## config.mk

```make
export PLATFORM = sky130hd
export DESIGN_NAME = serial_sample_port
export DESIGN_NICKNAME = d
export VERILOG_FILES = /design/src/rtl/ssp_pkg.sv /design/src/rtl/ssp_sync.sv /design/src/rtl/ssp_fifo.sv /design/src/rtl/ssp_shifter.sv /design/src/rtl/serial_sample_port.sv
export SDC_FILE = /design/constraint.sdc
export NUM_CORES = 1
export LEC_CHECK = 0
export ABC_AREA = 1
export CAP_MARGIN = 5
export CORE_UTILIZATION = 45
export DETAILED_ROUTE_END_ITERATION = 8
export DONT_BUFFER_PORTS = 1
export HOLD_SLACK_MARGIN = 0.12
export SLEW_MARGIN = 30
export SYNTH_ARGS = -nofsm -noshare
export SYNTH_HDL_FRONTEND = slang
export SYNTH_SLANG_ARGS = --single-unit
```

## constraint.sdc

```tcl
create_clock -name clk -period 3.7 [get_ports clk]
set_input_delay 0.74 -clock clk [delete_from_list [all_inputs] [get_ports clk]]
set_output_delay 0.74 -clock clk [all_outputs]
set_load 0.01 [all_outputs]
```

## src/rtl/ssp_pkg.sv

```systemverilog
// Package: shared entry type and word packing for the serial sample port.
// Assumes the fixed 32-bit word format: status byte over a 24-bit sample.
package ssp_pkg;
    localparam int SAMPLE_W = 24;
    localparam int CH_W     = 2;
    localparam int WORD_W   = 32;

    // One buffered sample together with the status captured at write time.
    typedef struct packed {
        logic                mod_err;
        logic [CH_W-1:0]     ch;
        logic                tbrk;
        logic [SAMPLE_W-1:0] sample;
    } ssp_entry_t;

    // Build the outgoing word; the overflow flag is taken at load time.
    function automatic logic [WORD_W-1:0] ssp_pack(input ssp_entry_t e, input logic ovf);
        ssp_pack = {e.mod_err, 1'b0, e.ch, 1'b0, e.tbrk, 1'b0, ovf, e.sample};
    endfunction
endpackage

```

## src/rtl/ssp_sync.sv

```systemverilog
// Module: synchronizes an external level into clk and flags its rising edges.
// Assumes each input level lasts longer than STAGES+1 clk cycles.
module ssp_sync #(
    parameter int STAGES = 2
) (
    input  logic clk,
    input  logic rst_n,
    input  logic async_in,
    output logic rise
);
    logic [STAGES:0] chain;

    // First stage samples the raw input.
    always_ff @(posedge clk) begin
        if (!rst_n) chain[0] <= 1'b0;
        else        chain[0] <= async_in;
    end

    // Remaining stages, plus one extra register used for edge detection.
    for (genvar i = 1; i <= STAGES; i++) begin : g_stage
        always_ff @(posedge clk) begin
            if (!rst_n) chain[i] <= 1'b0;
            else        chain[i] <= chain[i-1];
        end
    end

    assign rise = chain[STAGES-1] & ~chain[STAGES];
endmodule

```

## src/rtl/ssp_fifo.sv

```systemverilog
// Module: overwrite-on-full sample buffer.
// A write into a full buffer with no read in the same cycle drops the oldest
// entry and raises ovr_write for one cycle. flush empties the buffer.
module ssp_fifo
    import ssp_pkg::*;
#(
    parameter int DEPTH = 8,
    localparam int PTR_W = (DEPTH > 1) ? $clog2(DEPTH) : 1,
    localparam int CNT_W = $clog2(DEPTH + 1)
) (
    input  logic             clk,
    input  logic             rst_n,
    input  logic             flush,
    input  logic             wr,
    input  ssp_entry_t       wdata,
    input  logic             rd,
    output ssp_entry_t       rdata,
    output logic             empty,
    output logic             full,
    output logic             ovr_write,
    output logic [CNT_W-1:0] count
);
    ssp_entry_t       mem [DEPTH];
    logic [PTR_W-1:0] wr_ptr, rd_ptr;
    logic             pop;

    // Advance a pointer with wrap at DEPTH-1.
    function automatic logic [PTR_W-1:0] bump(input logic [PTR_W-1:0] p);
        bump = (p == PTR_W'(DEPTH - 1)) ? '0 : p + 1'b1;
    endfunction

    assign empty     = (count == '0);
    assign full      = (count == CNT_W'(DEPTH));
    assign pop       = rd && !empty;
    assign ovr_write = wr && full && !pop;
    assign rdata     = mem[rd_ptr];

    // Storage array write.
    always_ff @(posedge clk) begin
        if (wr) mem[wr_ptr] <= wdata;
    end

    // Pointer and occupancy bookkeeping.
    always_ff @(posedge clk) begin
        if (!rst_n || flush) begin
            wr_ptr <= '0;
            rd_ptr <= '0;
            count  <= '0;
        end else begin
            if (wr) wr_ptr <= bump(wr_ptr);
            if (pop || ovr_write) rd_ptr <= bump(rd_ptr);
            if (wr && !pop && !full)  count <= count + 1'b1;
            else if (pop && !wr)      count <= count - 1'b1;
        end
    end
endmodule

```

## src/rtl/ssp_shifter.sv

```systemverilog
// Module: word shifter and transfer state.
// Loads a word when start is allowed and data exists. Shifts one bit per shift
// strobe, chains the next word after bit 0, and goes idle when the buffer is empty.
module ssp_shifter #(
    parameter int WORD_W = 32,
    localparam int CNT_W = $clog2(WORD_W)
) (
    input  logic              clk,
    input  logic              rst_n,
    input  logic              abort,
    input  logic              start_ok,
    input  logic              avail,
    input  logic [WORD_W-1:0] word_in,
    input  logic              shift_en,
    output logic              load,
    output logic              busy,
    output logic              sd_out
);
    logic [WORD_W-1:0] shreg;
    logic [CNT_W-1:0]  bitcnt;
    logic              last_bit;

    assign last_bit = (bitcnt == CNT_W'(WORD_W - 1));
    assign sd_out   = shreg[WORD_W-1];

    // Pop strobe: start from idle, or chain after the final bit.
    always_comb begin
        load = 1'b0;
        if (!abort) begin
            if (!busy) load = start_ok && avail;
            else       load = shift_en && last_bit && avail;
        end
    end

    // Transfer state, bit counter and shift register.
    always_ff @(posedge clk) begin
        if (!rst_n || abort) begin
            busy   <= 1'b0;
            shreg  <= '0;
            bitcnt <= '0;
        end else if (load) begin
            busy   <= 1'b1;
            shreg  <= word_in;
            bitcnt <= '0;
        end else if (busy && shift_en) begin
            if (last_bit) begin
                busy   <= 1'b0;
                shreg  <= '0;
                bitcnt <= '0;
            end else begin
                shreg  <= {shreg[WORD_W-2:0], 1'b0};
                bitcnt <= bitcnt + 1'b1;
            end
        end
    end
endmodule

```

## src/rtl/serial_sample_port.sv

```systemverilog
// Module: top of the token-chained serial sample output port.
// Assumes mode_req is static while a transfer is running, tok_in is synchronous
// to clk, and sclk is slow relative to clk (each level at least 3 clk cycles).
module serial_sample_port
    import ssp_pkg::*;
#(
    parameter int FIFO_DEPTH  = 8,
    parameter int SYNC_STAGES = 2,
    localparam int CNT_W      = $clog2(FIFO_DEPTH + 1)
) (
    input  logic                clk,
    input  logic                rst_n,
    input  logic                mode_req,
    input  logic                wr_en,
    input  logic [CH_W-1:0]     wr_ch,
    input  logic [SAMPLE_W-1:0] wr_sample,
    input  logic                mod_err,
    input  logic                time_brk,
    input  logic                filt_stop,
    input  logic                filt_start,
    input  logic                tok_in,
    input  logic                sclk,
    output logic                rdy_n,
    output logic                sd_out,
    output logic                tok_out
);
    logic             run_q, ovf_q, tok_q, tok_rise;
    logic             wr_acc, pop, fifo_empty, fifo_full, ovr_write, busy;
    logic             sclk_rise, start_ok;
    logic [CNT_W-1:0] fifo_count;
    ssp_entry_t       wr_entry, rd_entry;

    assign wr_acc   = wr_en && run_q && !filt_stop;
    assign wr_entry = '{mod_err: mod_err, ch: wr_ch, tbrk: time_brk, sample: wr_sample};
    assign tok_rise = tok_in && !tok_q;
    assign start_ok = mode_req ? tok_rise : 1'b1;
    assign rdy_n    = !busy;
    assign tok_out  = mode_req && !busy && fifo_empty && tok_in;

    // Token edge-detect register.
    always_ff @(posedge clk) begin
        if (!rst_n) tok_q <= 1'b0;
        else        tok_q <= tok_in;
    end

    // Filter run state and sticky overflow flag; stop wins over start.
    always_ff @(posedge clk) begin
        if (!rst_n) begin
            run_q <= 1'b1;
            ovf_q <= 1'b0;
        end else if (filt_stop) begin
            run_q <= 1'b0;
        end else if (filt_start && !run_q) begin
            run_q <= 1'b1;
            ovf_q <= 1'b0;
        end else if (ovr_write) begin
            ovf_q <= 1'b1;
        end
    end

    ssp_sync #(.STAGES(SYNC_STAGES)) u_sync (
        .clk      (clk),
        .rst_n    (rst_n),
        .async_in (sclk),
        .rise     (sclk_rise)
    );

    ssp_fifo #(.DEPTH(FIFO_DEPTH)) u_fifo (
        .clk       (clk),
        .rst_n     (rst_n),
        .flush     (filt_stop),
        .wr        (wr_acc),
        .wdata     (wr_entry),
        .rd        (pop),
        .rdata     (rd_entry),
        .empty     (fifo_empty),
        .full      (fifo_full),
        .ovr_write (ovr_write),
        .count     (fifo_count)
    );

    ssp_shifter #(.WORD_W(WORD_W)) u_shift (
        .clk      (clk),
        .rst_n    (rst_n),
        .abort    (filt_stop),
        .start_ok (start_ok),
        .avail    (!fifo_empty),
        .word_in  (ssp_pack(rd_entry, ovf_q)),
        .shift_en (sclk_rise),
        .load     (pop),
        .busy     (busy),
        .sd_out   (sd_out)
    );
endmodule

```

==> results of run 1 <==
-- layout make-up --
type,count,area (um2),area share [%]
multi-input combinational,652,3050,24.0
tap,324,405,3.18
clock inverter,12,92.6,0.727
timing repair buffer,23,223,1.75
sequential,281,7870,61.8
clock buffer,42,785,6.16
inverter,80,303,2.38
-- routing by layer --
| layer | GRT usage [%] | routed length (um) |
|---|---|---|
| met1 | 28.8 | 12100 |
| met2 | 31.7 | 11700 |
| met3 | 3.06 | 1330 |
| met4 | 5.53 | 565 |
| met5 | 0 | 0 |
-- sequential cells by signal (all words and copies together) (netlist names), named ones only --
| register | flops |
|---|---|
| u_shift.busy | 1 |
| u_fifo.mem | 224 |
| u_sync.chain | 3 |
| u_shift.bitcnt | 5 |
| u_fifo.wr_ptr | 3 |
| run_q | 1 |
| tok_q | 1 |
| u_fifo.count | 4 |
| u_fifo.rd_ptr | 3 |
| ovf_q | 1 |
| u_shift.shreg | 32 |
-- worst paths after layout --
| check | from | end | slack (ns) | cells after the start |
|---|---|---|---|---|
| setup / recovery | u_shift.bitcnt[0] | u_fifo.count[3] | 1.09 | 16 |
| setup reg to reg | u_shift.bitcnt[0] | u_fifo.count[3] | 1.09 | 16 |
| hold reg to reg | u_sync.chain[0] | u_sync.chain[1] | 0.45 | 2 |
| hold / removal | wr_sample[15] | u_fifo.mem[1][15] | 0.27 | 0 |
-- kinds of logic (layout without fill, tap and decap cells) --
kind of cell | Yosys count | in the layout | synth area share [%]
AO/OA/AOI/OAI | 173 | 173 | 7.85
buffers and inverters | 137 | 157 | 5.05
adder cells (fa/ha/maj) | 9 | 9 | 1.05
AND/OR/NAND/NOR | 468 | 468 | 17.1
flip-flops | 281 | 281 | 68.8
XOR/XNOR | 2 | 2 | 0.153
-- cells in the mapped netlist --
cell	n	area [um2]
nand3_1	113	566
clkbuf_1	22	82.6
nor2_1	257	965
a22oi_1	5	37.5
nor3b_1	1	7.51
nand4_1	1	6.26
xor2_1	1	8.76
dfxtp_1	57	1140
nand3_2	2	20.0
xnor2_1	1	8.76
ha_1	8	100
nand2_2	3	18.8
fa_1	1	20.0
inv_1	76	285
o21ai_0	128	641
buf_6	1	11.3
inv_2	4	15.0
nand2_1	84	315
nor2_2	2	12.5
buf_1	2	7.51
buf_4	6	45.0
edfxtp_1	224	6730
o21ai_1	18	90.1
o211ai_1	4	30.0
a21oi_1	14	70.1
nand4_4	1	21.3
nor3_1	4	20.0
a21o_1	1	7.51
buf_2	26	130
o22ai_1	1	6.26
a211oi_1	2	15.0
-- worst reg2reg max path, cell delays in order, from the launching register on --
cell and delay (ns):
dfxtp_1 0.37, ha_1 0.18, nand2_1 0.07, nor2_1 0.09, ha_1 0.26, nand3_1 0.12
nand2_2 0.14, nand4_4 0.14, nand2_1 0.24, ha_1 0.28, a21o_1 0.18, a21oi_1 0.15
inv_1 0.06, nand2_1 0.08, nand3_1 0.07, nand2_1 0.06, nor2_1 0.03
-- per-stage QoR --
| stage | hold WS, ns | worst slack [ns] | power, mW |
|---|---|---|---|
| CTS | 0.251 | 1.09 | 6.52 |
| global placement | 0.432 | 1.14 | 3.83 |
| finish | 0.270 | 1.09 | 6.47 |
| detailed placement | 0.437 | 1.10 | 3.83 |
| global route | 0.250 | 0.841 | 6.69 |
| floorplan | 0.390 | 0.830 | 3.76 |
-- power breakdown --
part | switching (mW) | internal [mW]
Clock | 1.17 | 1.54
Sequential | 0.0179 | 3.45
Combinational | 0.208 | 0.0904
Total | 1.39 | 5.08
==> summary.txt, run 1 <==
outcome: finished, final reports clean
Finish-stage setup viols: 0
H-tree depth: 1
final hold vios: 0
port bufs: 0
Power per Cell Area: 508 nW/um2
clk sinks: 281
n_diodes: 0
startpoint type of the worst setup path: flip-flop
Worst-Margin Slew: 0.910 ns
Avg Vias per Cell: 5.24
drt pass-1 iters: 5
Synth Cell Area: 11400 um2
setup TNS: 0 ns
total global-route track usage: 20.1%
final instance area: 12700 um2
YS warnings: 0
first-pass GRT wire length: 40000 um
Chip Width: 161 um
Post-CTS Setup Bufs: 0
DIE HEIGHT: 161 um
Final Max Slew Viols: 0
Core Util, Final: 51.7%
arrival time of the worst setup path: 3.05 ns
RSZ-0062 raised after global routing: false
Syn Nets: 1115
Layout Skew: 0.0247 ns
max_slew headroom: 39.1%
Yosys reg bits: 281
Worst Path Max Fanout: 7
most frequent cells in the layout: nor2_1 (247), edfxtp_1 (224), o21ai_0 (128)
drc violations: 0
global route overflow: 0
sequential fraction of the synthesis area: 68.8%
Num CTS Buffers: 29
dpl cells: 1360
Clock Tree Root: clkbuf_16
CTS tree: yes
critical path type: flip-flop to flip-flop
Max clock buf depth: 3
Nets: 1112
number of distinct library cells after synthesis: 31
CP max stage delay: 0.37 ns
Final Non-Filler Cells: 1414
Routed WL per cell: 18.1 um
WP buf/inv: 1
VDD IR max: 330 uV
vias in the first global route: 7181
initial antenna violation count: 0
minimum clock period: 2.61 ns
Syn Area/Cell: 10.7 um2
Fillers: 2173
Iteration-0 DRC Markers: 642
commonest non-fill, non-tap cell in the layout: nor2_1
Vias: 7415
Max Cap Viol: 0
Post-Place Cell Area: 11900 um2
leak pwr: 4.70 nW
cts repair resizes: 0
row count: 57
period utilization: 70.6%
die area: 26000 um2
most frequent CP cell: nand2_1
Setup crit end kind: flip-flop
I/O pin cnt: 39
total wire length: 25600 um
Post-Syn Instances: 1070
critical path's top delay family: simple AND/OR/NAND/NOR gates
Clock Latency Late Sink: 0.56 ns
Final ANT Viol Nets: 0
area grow syn2layout: 11.4%
initial core utilization: 46.5%
Slowest-stage cell, CP: dfxtp_1
gpl congestion: 0.765
number of buffers inserted by hold repair at cts: 0
Clock transition at path regs: 0.06 ns
f_max: 383 MHz
dpl hpwl: 13900 um
worst path cell trace: ha_1, nand2_1, nor2_1, ha_1, nand3_1, nand2_2, nand4_4, nand2_1, ha_1, a21o_1, a21oi_1, inv_1, nand2_1, nand3_1, nand2_1, nor2_1
layout cells sized above 1: 7.61%
largest net degree at the start of global routing: 64
CORE AREA: 24600 um2
HP Class: input pin to flip-flop
Critical Path RT: 4.14 ns
Power figures use the tool's default switching activity.
==> inputs of run 2 (changes only) <==
==> constraint.sdc (replaced) <==
create_clock -name clk -period 2.3 [get_ports clk]
set_input_delay 0.46 -clock clk [delete_from_list [all_inputs] [get_ports clk]]
set_output_delay 0.46 -clock clk [all_outputs]
set_load 0.01 [all_outputs]
==> summary.txt, run 2 (same netlist as run 1, synthesis figures left out) <==
register area: 7880 um2
Worst Path Max Fanout: 4
max_slew headroom: 50.8%
Avg Vias per Cell: 5.18
global route overflow: 0
Largest register FFs: 224
critical path type: flip-flop to flip-flop
largest registers: u_fifo.mem (224), u_shift.shreg (32), u_shift.bitcnt (5)
first-pass GRT wire length: 41000 um
period utilization: 93.6%
Num CTS Buffers: 30
f_max: 465 MHz
worst path cell trace: ha_4, nand2_2, nor2_1, ha_2, nand3_2, nand2_2, nand4_4, nand2_4, ha_1, a21o_1, a21oi_2, inv_1, nand2_2, nand3_1, nand2_1, nor2_1
most frequent CP cell: nand2_2
drc violations: 0
leak pwr: 4.96 nW
Routed WL per cell: 17.6 um
post-route setup slack: 0.147 ns
Max Cap Viol: 0
Worst-Margin Slew: 0.737 ns
area grow syn2layout: 17.0%
Clock transition at path regs: 0.06 ns
Iteration-0 DRC Markers: 565
minimum clock period: 2.15 ns
layout cells sized above 1: 9.91%
DP Worst Slack: 0.0468 ns
dpl cells: 1375
port bufs: 0
Finish-stage setup viols: 0
Vias: 7591
Setup crit end kind: flip-flop
VDD IR max: 663 uV
CP max stage delay: 0.35 ns
WP buf/inv: 1
CORE AREA: 24600 um2
arrival time of the worst setup path: 2.58 ns
Biggest register: u_fifo.mem
HP Class: input pin to flip-flop
Chip Width: 161 um
gpl congestion: 0.731
Clock Tree Root: clkbuf_16
initial core utilization: 46.5%
initial antenna violation count: 1
clk sinks: 281
vias in the first global route: 7413
most frequent cells in the layout: nor2_1 (247), edfxtp_1 (224), o21ai_0 (128)
Nets: 1162
Slowest-stage cell, CP: dfxtp_2
DIE HEIGHT: 161 um
Layout Skew: 0.0112 ns
H-tree depth: 1
outcome: finished, final reports clean
row count: 57
Final Non-Filler Cells: 1465
drt pass-1 iters: 6
dpl hpwl: 14100 um
largest net degree at the start of global routing: 75
Final Max Slew Viols: 0
total global-route track usage: 20.3%
final hold vios: 0
startpoint type of the worst setup path: flip-flop
critical path's top delay family: simple AND/OR/NAND/NOR gates
total wire length: 25700 um
multi-input logic area: 3090 um2
I/O pin cnt: 39
Clock Latency Late Sink: 0.54 ns
commonest non-fill, non-tap cell in the layout: nor2_1
Final ANT Viol Nets: 0
die area: 26000 um2
CTS tree: yes
Fillers: 2117
Critical Path RT: 2.73 ns
Power per Cell Area: 795 nW/um2
Max clock buf depth: 3
==> run 2: cell count changes in the layout (fill, tap and decap cells not counted), sizes merged <==
cell	before	now
buf	23	40
clkinv	10	12
clkbuf	42	41
dlygate4sd3	0	32
diode	0	1
==> run 2: layer usage <==
metal	vias up	wire length (um)	GRT usage, %
met5	-	0	0
met4	0	511	5.79
met3	33	1380	3.31
met2	175	12300	34.3
met1	3625	11600	27.2
li1	3758	-	-
==> run 2: layout make-up <==
| type | count | share of cell area, % |
|---|---|---|
| Sequential cell | 281 | 58.9 |
| Multi-Input combinational cell | 652 | 23.1 |
| Clock buffer | 41 | 6.08 |
| Timing Repair Buffer | 72 | 5.86 |
| Tap cell | 324 | 3.03 |
| Inverter | 80 | 2.25 |
| Clock inverter | 14 | 0.767 |
| Antenna cell | 1 | 0.0187 |
==> run 2: timing repair <==
| action | 4_1_cts | 5_1_grt |
|---|---|---|
| gates resized for setup | 0 | 11 |
| setup buffers | 0 | 2 |
| setup endpoints to repair | 0 | 1 |
| endpoints found under the hold margin | 230 | 0 |
| hold buffers | 32 | 0 |
==> run 2: path summary, 6_finish.rpt <==
| path | slack, ns | start | depth (start not counted) | to |
|---|---|---|---|---|
| worst min-delay path | 0.18 | filt_stop | 2 | ovf_q |
| worst max register to register | 0.15 | u_shift.bitcnt[1] | 16 | u_fifo.count[3] |
| worst min register to register | 0.42 | u_sync.chain[0] | 2 | u_sync.chain[1] |
| worst max-delay path | 0.15 | u_shift.bitcnt[1] | 16 | u_fifo.count[3] |
==> run 2: worst register-to-register path: stages, from the launching register on <==
cell	delay [ns]
dfxtp_2	0.35
ha_4	0.13
nand2_2	0.05
nor2_1	0.11
ha_2	0.19
nand3_2	0.08
nand2_2	0.09
nand4_4	0.10
nand2_4	0.11
ha_1	0.22
a21o_1	0.16
a21oi_2	0.15
inv_1	0.06
nand2_2	0.07
nand3_1	0.06
nand2_1	0.06
nor2_1	0.04
==> run 2: stage by stage <==
stage | util [%] | hold WS, ns | area [um2] | total power, mW | TNS, ns
after floorplan | - | 0.390 | 11400 | 6.04 | -32.54
after global placement | 49.1 | 0.406 | 12100 | 6.19 | 0
after detailed placement | 49.1 | 0.425 | 12100 | 6.20 | 0
after CTS | 54.1 | 0.166 | 13300 | 10.7 | 0
after global routing | 54.4 | 0.200 | 13400 | 11.0 | -0.0142
final | 54.4 | 0.180 | 13400 | 10.6 | 0
==> run 2: power by group <==
part / switching, mW / total (mW) / leakage, nW / internal (mW)
clock: 1.87 / 4.45 / 0.448 / 2.58
sequential: 0.0292 / 5.57 / 2.48 / 5.54
combinational: 0.398 / 0.611 / 2.03 / 0.213
